===== config.mk =====
export PLATFORM = sky130hd
export DESIGN_NAME = priv_level_stack
export DESIGN_NICKNAME = d
export VERILOG_FILES = /design/src/rtl/priv_pkg.sv /design/src/rtl/priv_level_stack.sv
export SDC_FILE = /design/constraint.sdc
export NUM_CORES = 1
export LEC_CHECK = 0
export CAP_MARGIN = 20
export CORE_AREA = 2 2 39 41
export CTS_CLUSTER_DIAMETER = 100
export DETAILED_ROUTE_END_ITERATION = 6
export DIE_AREA = 0 0 41 43
export PLACE_DENSITY_LB_ADDON = 0.15
export SLEW_MARGIN = 20
export SYNTH_ARGS = -nofsm -noshare
export SYNTH_HDL_FRONTEND = slang
export SYNTH_SLANG_ARGS = --single-unit

===== constraint.sdc =====
create_clock -name clk_i -period 1.7 [get_ports clk_i]
set_input_delay 0.34 -clock clk_i [delete_from_list [all_inputs] [get_ports clk_i]]
set_output_delay 0.34 -clock clk_i [all_outputs]
set_load 0.005 [all_outputs]

===== src/rtl/priv_pkg.sv =====
package priv_pkg;
  localparam int unsigned LEVEL_W = 2;
  typedef logic [LEVEL_W-1:0] level_t;
  localparam level_t LEVEL_USER = level_t'(3);

  typedef enum logic [1:0] {
    REQ_DATA = 2'd0,
    REQ_CALL = 2'd1,
    REQ_GATE = 2'd2,
    REQ_RET  = 2'd3
  } req_kind_e;

  typedef enum logic [1:0] {
    FLT_NONE = 2'd0,
    FLT_GP   = 2'd1,
    FLT_PF   = 2'd2
  } fault_e;
endpackage


===== src/rtl/priv_level_stack.sv =====
module priv_level_stack
  import priv_pkg::*;
#(
  parameter int unsigned DEPTH       = 3,
  parameter int unsigned RESET_LEVEL = 3
) (
  input  logic   clk_i,
  input  logic   rst_ni,
  input  logic   enter_i,
  input  level_t enter_lvl_i,
  input  logic   leave_i,
  output level_t cur_o,
  output logic   empty_o,
  output logic   full_o
);
  localparam int unsigned PTR_W = $clog2(DEPTH + 1);

  level_t           cur_q;
  logic [PTR_W-1:0] cnt_q;
  level_t           slot_q [DEPTH];
  level_t           top;

  assign cur_o   = cur_q;
  assign empty_o = (cnt_q == '0);
  assign full_o  = (cnt_q == PTR_W'(DEPTH));

  always_comb begin
    top = level_t'(RESET_LEVEL);
    for (int i = 0; i < int'(DEPTH); i++) begin
      if (cnt_q == PTR_W'(i + 1)) top = slot_q[i];
    end
  end

  for (genvar g = 0; g < int'(DEPTH); g++) begin : g_slot
    always_ff @(posedge clk_i or negedge rst_ni) begin
      if (!rst_ni)                                    slot_q[g] <= '0;
      else if (enter_i && (cnt_q == PTR_W'(g)))       slot_q[g] <= cur_q;
    end
  end

  always_ff @(posedge clk_i or negedge rst_ni) begin
    if (!rst_ni) begin
      cur_q <= level_t'(RESET_LEVEL);
      cnt_q <= '0;
    end else if (enter_i) begin
      cur_q <= enter_lvl_i;
      cnt_q <= cnt_q + PTR_W'(1);
    end else if (leave_i) begin
      cur_q <= top;
      cnt_q <= cnt_q - PTR_W'(1);
    end
  end
endmodule


==> reports/summary.log, run 1 <==
INFO  global_routing grt_pass1_wl=1840µm
INFO  worst_setup_path cpMaxStageDelayCell=dfstp_2
INFO  cts            clock_sink_count=10
INFO  cts            cts_max_path_buffers=2
INFO  worst_setup_path worst_setup_path_start_kind=flip-flop
INFO  power_and_ir_drop cellPowerDensity=1660mW/mm²
INFO  sta            timing.final.setup_violations=0
INFO  sta            finalHoldViolCount=0
INFO  synthesis      yosysSeqAreaShare=47.9%
INFO  sta            fin_ws=0.0664ns
INFO  sta            skew=0.00481ns
INFO  worst_setup_path setup.worst_path.class=flip-flop to primary output
INFO  floorplan      floorplan.die_area=0.00176mm²
INFO  worst_setup_path crit_buf_inv=1
INFO  placed_design  placement.setup.worst_slack=0.166ns
INFO  synthesis      syn_nets=54
INFO  synthesis      postSynthCellCount=44
INFO  synthesis      synth.avg_cell_area=12.0µm²
INFO  worst_setup_path critPathRequiredTime=1.36ns
INFO  placed_design  io_buffer_count=9
INFO  cts            path_clk_slew=0.07ns
INFO  drt            routed_wire_length_per_instance=13.9µm
INFO  cts            clk-insertion-delay-late=0.27ns
INFO  cts            tritoncts.num_buffers=3
INFO  cts            hold_buffers=0
INFO  global_routing grt_max_degree=11
INFO  global_routing gr-usage-met3=3.14%
INFO  finish         final_layout_size_suffix_gt1_share=42.9%
INFO  finish         layout.core_utilization=52.4%
INFO  finish         flow.area_growth_from_synthesis=37.4%
INFO  drt            vias=392
INFO  run_status     status=finished, final reports clean
INFO  drt            drt_drc_violations_left=0
INFO  synthesis      syn-cell-area=528µm²
INFO  min_path       timing.hold.worst.class=input pin to async pin
INFO  sta            unrepaired_setup_endpoints_after_global_routing=no
INFO  global_routing grt_antenna_before_repair=0
INFO  global_routing track_usage=16.0%
INFO  drt            drt_iter0_markers=2
INFO  sta            slew_headroom=68.9%
INFO  finish         area_of_combinational_cells_with_multiple_inputs=265µm²
INFO  worst_setup_path setup.worst_path.end_class=primary output
INFO  power_and_ir_drop max-vdd-ir-drop=0.806mV
INFO  power_and_ir_drop sum_of_internal_switching_and_leakage_power=1.21mW
INFO  global_routing grt_pass1_vias=425
INFO  drt            detail_route.vias_per_cell=4.96
INFO  drt            postRouteWirelength=1100µm
INFO  sta            sum_of_negative_setup_slack=0ns
INFO  finish         num_antenna_cells=0
INFO  placed_design  gp_congestion=0.741
INFO  drt            ant_nets=0
INFO  global_routing busiest_layer=met2
INFO  global_routing globalRoute.totalOverflow=0
INFO  placed_design  hpwl=776µm
INFO  cts            clk_root_buffer_cell=clkbuf_4
INFO  finish         ff_latch_area=253µm²
INFO  placed_design  placed_cells_incl_taps=70
INFO  floorplan      initial_core_util=38.2%
INFO  sta            timing_worst_slew_pin_value=0.465ns
INFO  finish         final-instance-count-excl-fill=79
INFO  floorplan      core_region=0.00138mm²
INFO  finish         layout_nets=74
INFO  synthesis      yosys.cell_types.count=14
INFO  global_routing globalRouteMet2Util=22.2%
INFO  floorplan      fp.dieH=43µm
INFO  global_routing grt_util_met1=22.0%
INFO  floorplan      fp.dieW=41µm
INFO  synthesis      postSynthRegisterBits=10
INFO  worst_setup_path crit_path_max_incr_delay=0.53ns
INFO  synthesis      yosys_warnings=0
INFO  cts            tritoncts=done
INFO  worst_setup_path crit_fanout=2
INFO  power_and_ir_drop power_leakage=0.342nW
INFO  sta            fin_crit=1.63ns
INFO  sta            timing.fmax=612MHz
INFO  worst_setup_path crit_arrival=1.29ns
INFO  worst_setup_path critical-path-top-delay-family=flip-flops
INFO  floorplan      pin_count=10
INFO  flow_run       timing.max_cap.violations=0
INFO  sta            final_min_period_over_clock_period=96.1%
INFO  floorplan      row_count=14
INFO  drt            first_pass_iters=3
INFO  finish         fillerInstances=124
INFO  cts            cts_max_level=1
INFO  sta            maxSlewViolCount=0
INFO  worst_setup_path cp_cell_sequence=clkdlybuf4s50_1
[final cells by class]
cell class	count	share of cell area, %
inverter	2	1.03
timing repair buffer	16	19.8
multi-input combinational	31	36.6
clock buffer	4	5.00
sequential	10	34.8
tap	16	2.76
[cell usage after synthesis]
cell     number  area, µm²
mux2_2        7       78.8
xnor2_1       1       8.76
inv_1         2       7.51
o31ai_2       2       25.0
buf_2         1       5.00
dfrtp_1       8        200
nor2b_2       2       17.5
dfstp_2       2       52.6
ha_1          4       50.1
o311a_1       2       20.0
mux2i_1       1       10.0
nor3b_1       2       15.0
nor2_1        3       11.3
nand2_1       7       26.3
[layer usage]
layer  vias up  part of all wire, %
met2        10                   49
met1       187                   43
met5         -                    0
met3         5                  4.1
li1        190                    -
met4         0                  2.9
[final timing paths]
| path | slack (ns) | from | to | cells past startpoint |
|---|---|---|---|---|
| max | 0.07 | cur_o[0] | cur_o[0] | 1 |
| min | 0.38 | rst_ni | slot_q[2] | 1 |
| max reg2reg | 0.13 | cnt_q[0] | cur_o[1] | 5 |
| min reg2reg | 0.51 | slot_q[1] | slot_q[1] | 1 |
| max in group asynchronous | 0.97 | rst_ni | cur_o[1] | 1 |
| min in group clk_i | 0.51 | slot_q[1] | slot_q[1] | 1 |
[what timing repair did]
item / in CTS / in global routing
buffers inserted: 3 / 2
endpoints found under the setup margin: 3 / 2
resized for setup: 4 / 1
cloned: 0 / 0
pin swaps: 0 / 0
[per-stage QoR]
| step | cell area [µm²] | hold slack (ns) |
|---|---|---|
| 3_5_place_dp | 648 | 0.500 |
| 5_1_grt | 726 | 0.412 |
| 3_3_place_gp | 648 | 0.499 |
| 2_1_floorplan | 528 | 0.0444 |
| 6_report | 726 | 0.381 |
| 4_1_cts | 708 | 0.388 |
[state kept, by name (all words and copies together), names as in the netlist]
| signal | flops |
|---|---|
| slot_q | 6 |
| cur_o | 2 |
| cnt_q | 2 |
[cell families (layout without fill, tap and decap cells)]
kind of cell,Yosys count,count (layout),share of synthesized area [%]
compound gates,4,4,8.53
xor+xnor,1,1,1.66
fa+ha+maj,4,4,9.48
buf+inv,3,22,2.37
flops,10,10,47.9
mux,8,8,16.8
simple gates,14,14,13.3
[where the power goes]
group | total, mW | internal, mW | switching, mW
combinational | 0.559 | 0.340 | 0.219
sequential | 0.425 | 0.357 | 0.0678
clock | 0.222 | 0.130 | 0.0913
total | 1.21 | 0.827 | 0.378
[cells in the final DEF (no fill, tap or decap)]
cell type        n
xnor2_1          1
buf_4            7
inv_2            2
mux2_2           7
ha_2             1
ha_1             3
dlymetal6s2s_1   1
clkbuf_8         1
dlygate4sd2_1    1
o31ai_2          2
dfrtp_1          8
clkbuf_4         3
nand2_1          7
nor2_1           3
o311a_1          2
mux2i_1          1
clkdlybuf4s50_1  7
nor3b_1          2
nor2b_2          2
dfstp_2          2
Note: power is estimated with default switching activity, not from simulation.
==> run 2, diff against run 1 <==
- clock period: 1.7 -> 2 ns (I/O delays scaled with it)
==> reports/summary.log, run 2 (same netlist as run 1, synthesis figures left out) <==
INFO  sta            finalHoldViolCount=0 [unchanged]
INFO  sta            unrepaired_setup_endpoints_after_global_routing=no
INFO  sta            maxSlewViolCount=0 [unchanged]
INFO  cts            tritoncts=done
INFO  finish         fillerInstances=129 [+4.0%]
INFO  worst_setup_path setup.worst_path.class=flip-flop to primary output
INFO  cts            clk_root_buffer_cell=clkbuf_4
INFO  global_routing globalRouteMet2Util=22.8% [+0.63 points]
INFO  floorplan      core_region=0.00138mm² [unchanged]
INFO  placed_design  placed_cells_incl_taps=68 [-2.9%]
INFO  sta            fin_crit=1.87ns
INFO  drt            drt_iter0_markers=8 [+6]
INFO  finish         layout_nets=67 [-9.5%]
INFO  finish         ff_latch_area=253µm² [unchanged]
INFO  finish         flow.area_growth_from_synthesis=24.2%
INFO  global_routing track_usage=15.6% [-0.48 points]
INFO  sta            hold_ws=0.455ns [+0.0749 ns]
INFO  global_routing grt_pass1_vias=397 [-6.6%]
INFO  worst_setup_path critPathRequiredTime=1.60ns [+0.24 ns]
INFO  placed_design  io_buffer_count=9 [unchanged]
INFO  cts            tritoncts.num_buffers=3 [unchanged]
INFO  finish         most-common-layout-cells=clkdlybuf4s50_1 (9), dfrtp_1 (8), nand2_1 (7), mux2_2 (7), ha_1 (4)
INFO  power_and_ir_drop power_leakage=0.288nW [-16%]
INFO  finish         final-instance-count-excl-fill=71 [-10%]
INFO  sta            sum_of_negative_setup_slack=0ns [unchanged]
INFO  floorplan      fp.dieW=41µm [unchanged]
INFO  run_status     status=finished, final reports clean
INFO  finish         stdcell_area=656µm² [-9.7%]
INFO  finish         final_layout_size_suffix_gt1_share=29.1% [-14 points]
INFO  global_routing globalRoute.totalOverflow=0 [unchanged]
INFO  global_routing busiest_layer=met2
INFO  sta            timing_worst_slew_pin_value=0.451ns [-0.0136 ns]
INFO  worst_setup_path crit_arrival=1.47ns [+0.18 ns]
INFO  sta            final_min_period_over_clock_period=93.6%
INFO  floorplan      floorplan.die_area=0.00176mm² [unchanged]
INFO  drt            ant_nets=0 [unchanged]
INFO  cts            cts_max_level=1 [unchanged]
INFO  worst_setup_path worst_setup_path_start_kind=flip-flop
INFO  sta            timing.final.setup_violations=0 [unchanged]
INFO  placed_design  postPlaceCellArea=633µm² [-2.3%]
INFO  sta            skew=0.00167ns [-0.00314 ns]
INFO  drt            drt_drc_violations_left=0 [unchanged]
INFO  power_and_ir_drop cellPowerDensity=1380mW/mm² [-17%]
INFO  placed_design  gp_congestion=0.804 [+8.4%]
INFO  global_routing grt_util_met1=19.8% [-2.2 points]
INFO  worst_setup_path crit_path_max_incr_delay=0.51ns [-0.02 ns]
INFO  worst_setup_path cpMaxStageDelayCell=clkdlybuf4s50_1
INFO  global_routing grt_pass1_wl=1790µm [-2.6%]
INFO  cts            cts_max_path_buffers=2 [unchanged]
INFO  floorplan      initial_core_util=38.2% [unchanged]
INFO  drt            vias=370 [-5.6%]
INFO  finish         largest_register_ffs=6 [unchanged]
INFO  global_routing gr-usage-met3=3.14% [unchanged]
INFO  global_routing grt_antenna_before_repair=0 [unchanged]
INFO  worst_setup_path cp_cell_sequence=inv_1, ha_1, clkdlybuf4s50_1
INFO  floorplan      fp.dieH=43µm [unchanged]
INFO  drt            routed_wire_length_per_instance=14.2µm [+2.4%]
INFO  worst_setup_path crit_fanout=4 [+2]
INFO  floorplan      row_count=14 [unchanged]
INFO  global_routing grt_max_degree=11 [unchanged]
INFO  drt            detail_route.vias_per_cell=5.21 [+5.0%]
INFO  cts            clock_sink_count=10 [unchanged]
INFO  worst_setup_path setup.worst_path.end_class=primary output
INFO  finish         layout_commonest_cell=clkdlybuf4s50_1
INFO  cts            cts-resized-gates=0 [-4]
INFO  finish         area_of_combinational_cells_with_multiple_inputs=263µm² [-0.94%]
INFO  finish         num_antenna_cells=0 [unchanged]
INFO  sta            slew_headroom=69.8% [+0.91 points]
INFO  cts            post-cts-setup-buffer-count=0 [-3]
INFO  sta            timing.fmax=534MHz
INFO  cts            path_clk_slew=0.06ns [about the same]
INFO  drt            first_pass_iters=6 [+3]
INFO  cts            hold_buffers=0 [unchanged]
INFO  drt            postRouteWirelength=1010µm [-8.0%]
INFO  power_and_ir_drop max-vdd-ir-drop=0.669mV [-17%]
INFO  floorplan      pin_count=10 [unchanged]
INFO  placed_design  hpwl=784µm [+1.0%]
INFO  finish         top_register=slot_q
INFO  cts            clk-insertion-delay-late=0.26ns [about the same]
INFO  flow_run       timing.max_cap.violations=0 [unchanged]
INFO  min_path       timing.hold.worst.class=input pin to async pin
[run 2: changes by cell type in the layout (fill, tap and decap cells not counted), moves of 2 or more]
cell	before	now
buf_4	7	0
clkdlybuf4s50_1	7	9
inv_1	0	2
inv_2	2	0
[run 2: area by class of cell]
cell class / count / share of cell area, %
flip-flops and latches: 10 / 38.5
inverters: 2 / 1.15
multi-input cells: 31 / 40.1
repair buffers: 9 / 13.7
well taps: 16 / 3.05
clock buffers: 3 / 3.44
[run 2: worst max-delay path, delay by kind of cell, from the launching register on]
family	cells	cell delay, ns
adder cells (fa/ha/maj)	1	0.18
buffers and inverters	2	0.62
flip-flops	1	0.42
[run 2: metal layers]
layer,up-vias,wire length [µm]
met2,11,513
met4,0,8
met1,181,439
met3,2,50
li1,176,-
met5,-,0
[run 2: power breakdown]
group	internal (mW)	total [mW]	switching, mW	leakage [nW]
logic	0.236	0.398	0.162	0.158
registers	0.305	0.377	0.0719	0.116
clock network	0.0692	0.132	0.0625	0.0138
total	0.610	0.906	0.297	0.288
[run 2: metrics by stage]
| step | setup WS (ns) | util [%] | power (mW) |
|---|---|---|---|
| after detailed placement | 0.348 | 45.8 | 0.780 |
| after global routing | 0.0274 | 47.4 | 0.992 |
| final | 0.127 | 47.4 | 0.906 |
| after floorplan | 0.607 | - | 0.633 |
| after CTS | 0.115 | 47.4 | 0.916 |
| after global placement | 0.382 | 45.8 | 0.757 |
[run 2: final timing paths]
| check | start | end | slack [ns] | depth (start not counted) |
|---|---|---|---|---|
| max | cnt_q[0] | empty_o | 0.13 | 3 |
| min | rst_ni | slot_q[3] | 0.46 | 1 |
| max reg2reg | cnt_q[0] | cur_o[1] | 0.45 | 5 |
| min reg2reg | slot_q[0] | slot_q[0] | 0.51 | 1 |
| max in group asynchronous | rst_ni | cur_o[1] | 1.21 | 1 |
| min in group clk_i | slot_q[0] | slot_q[0] | 0.51 | 1 |
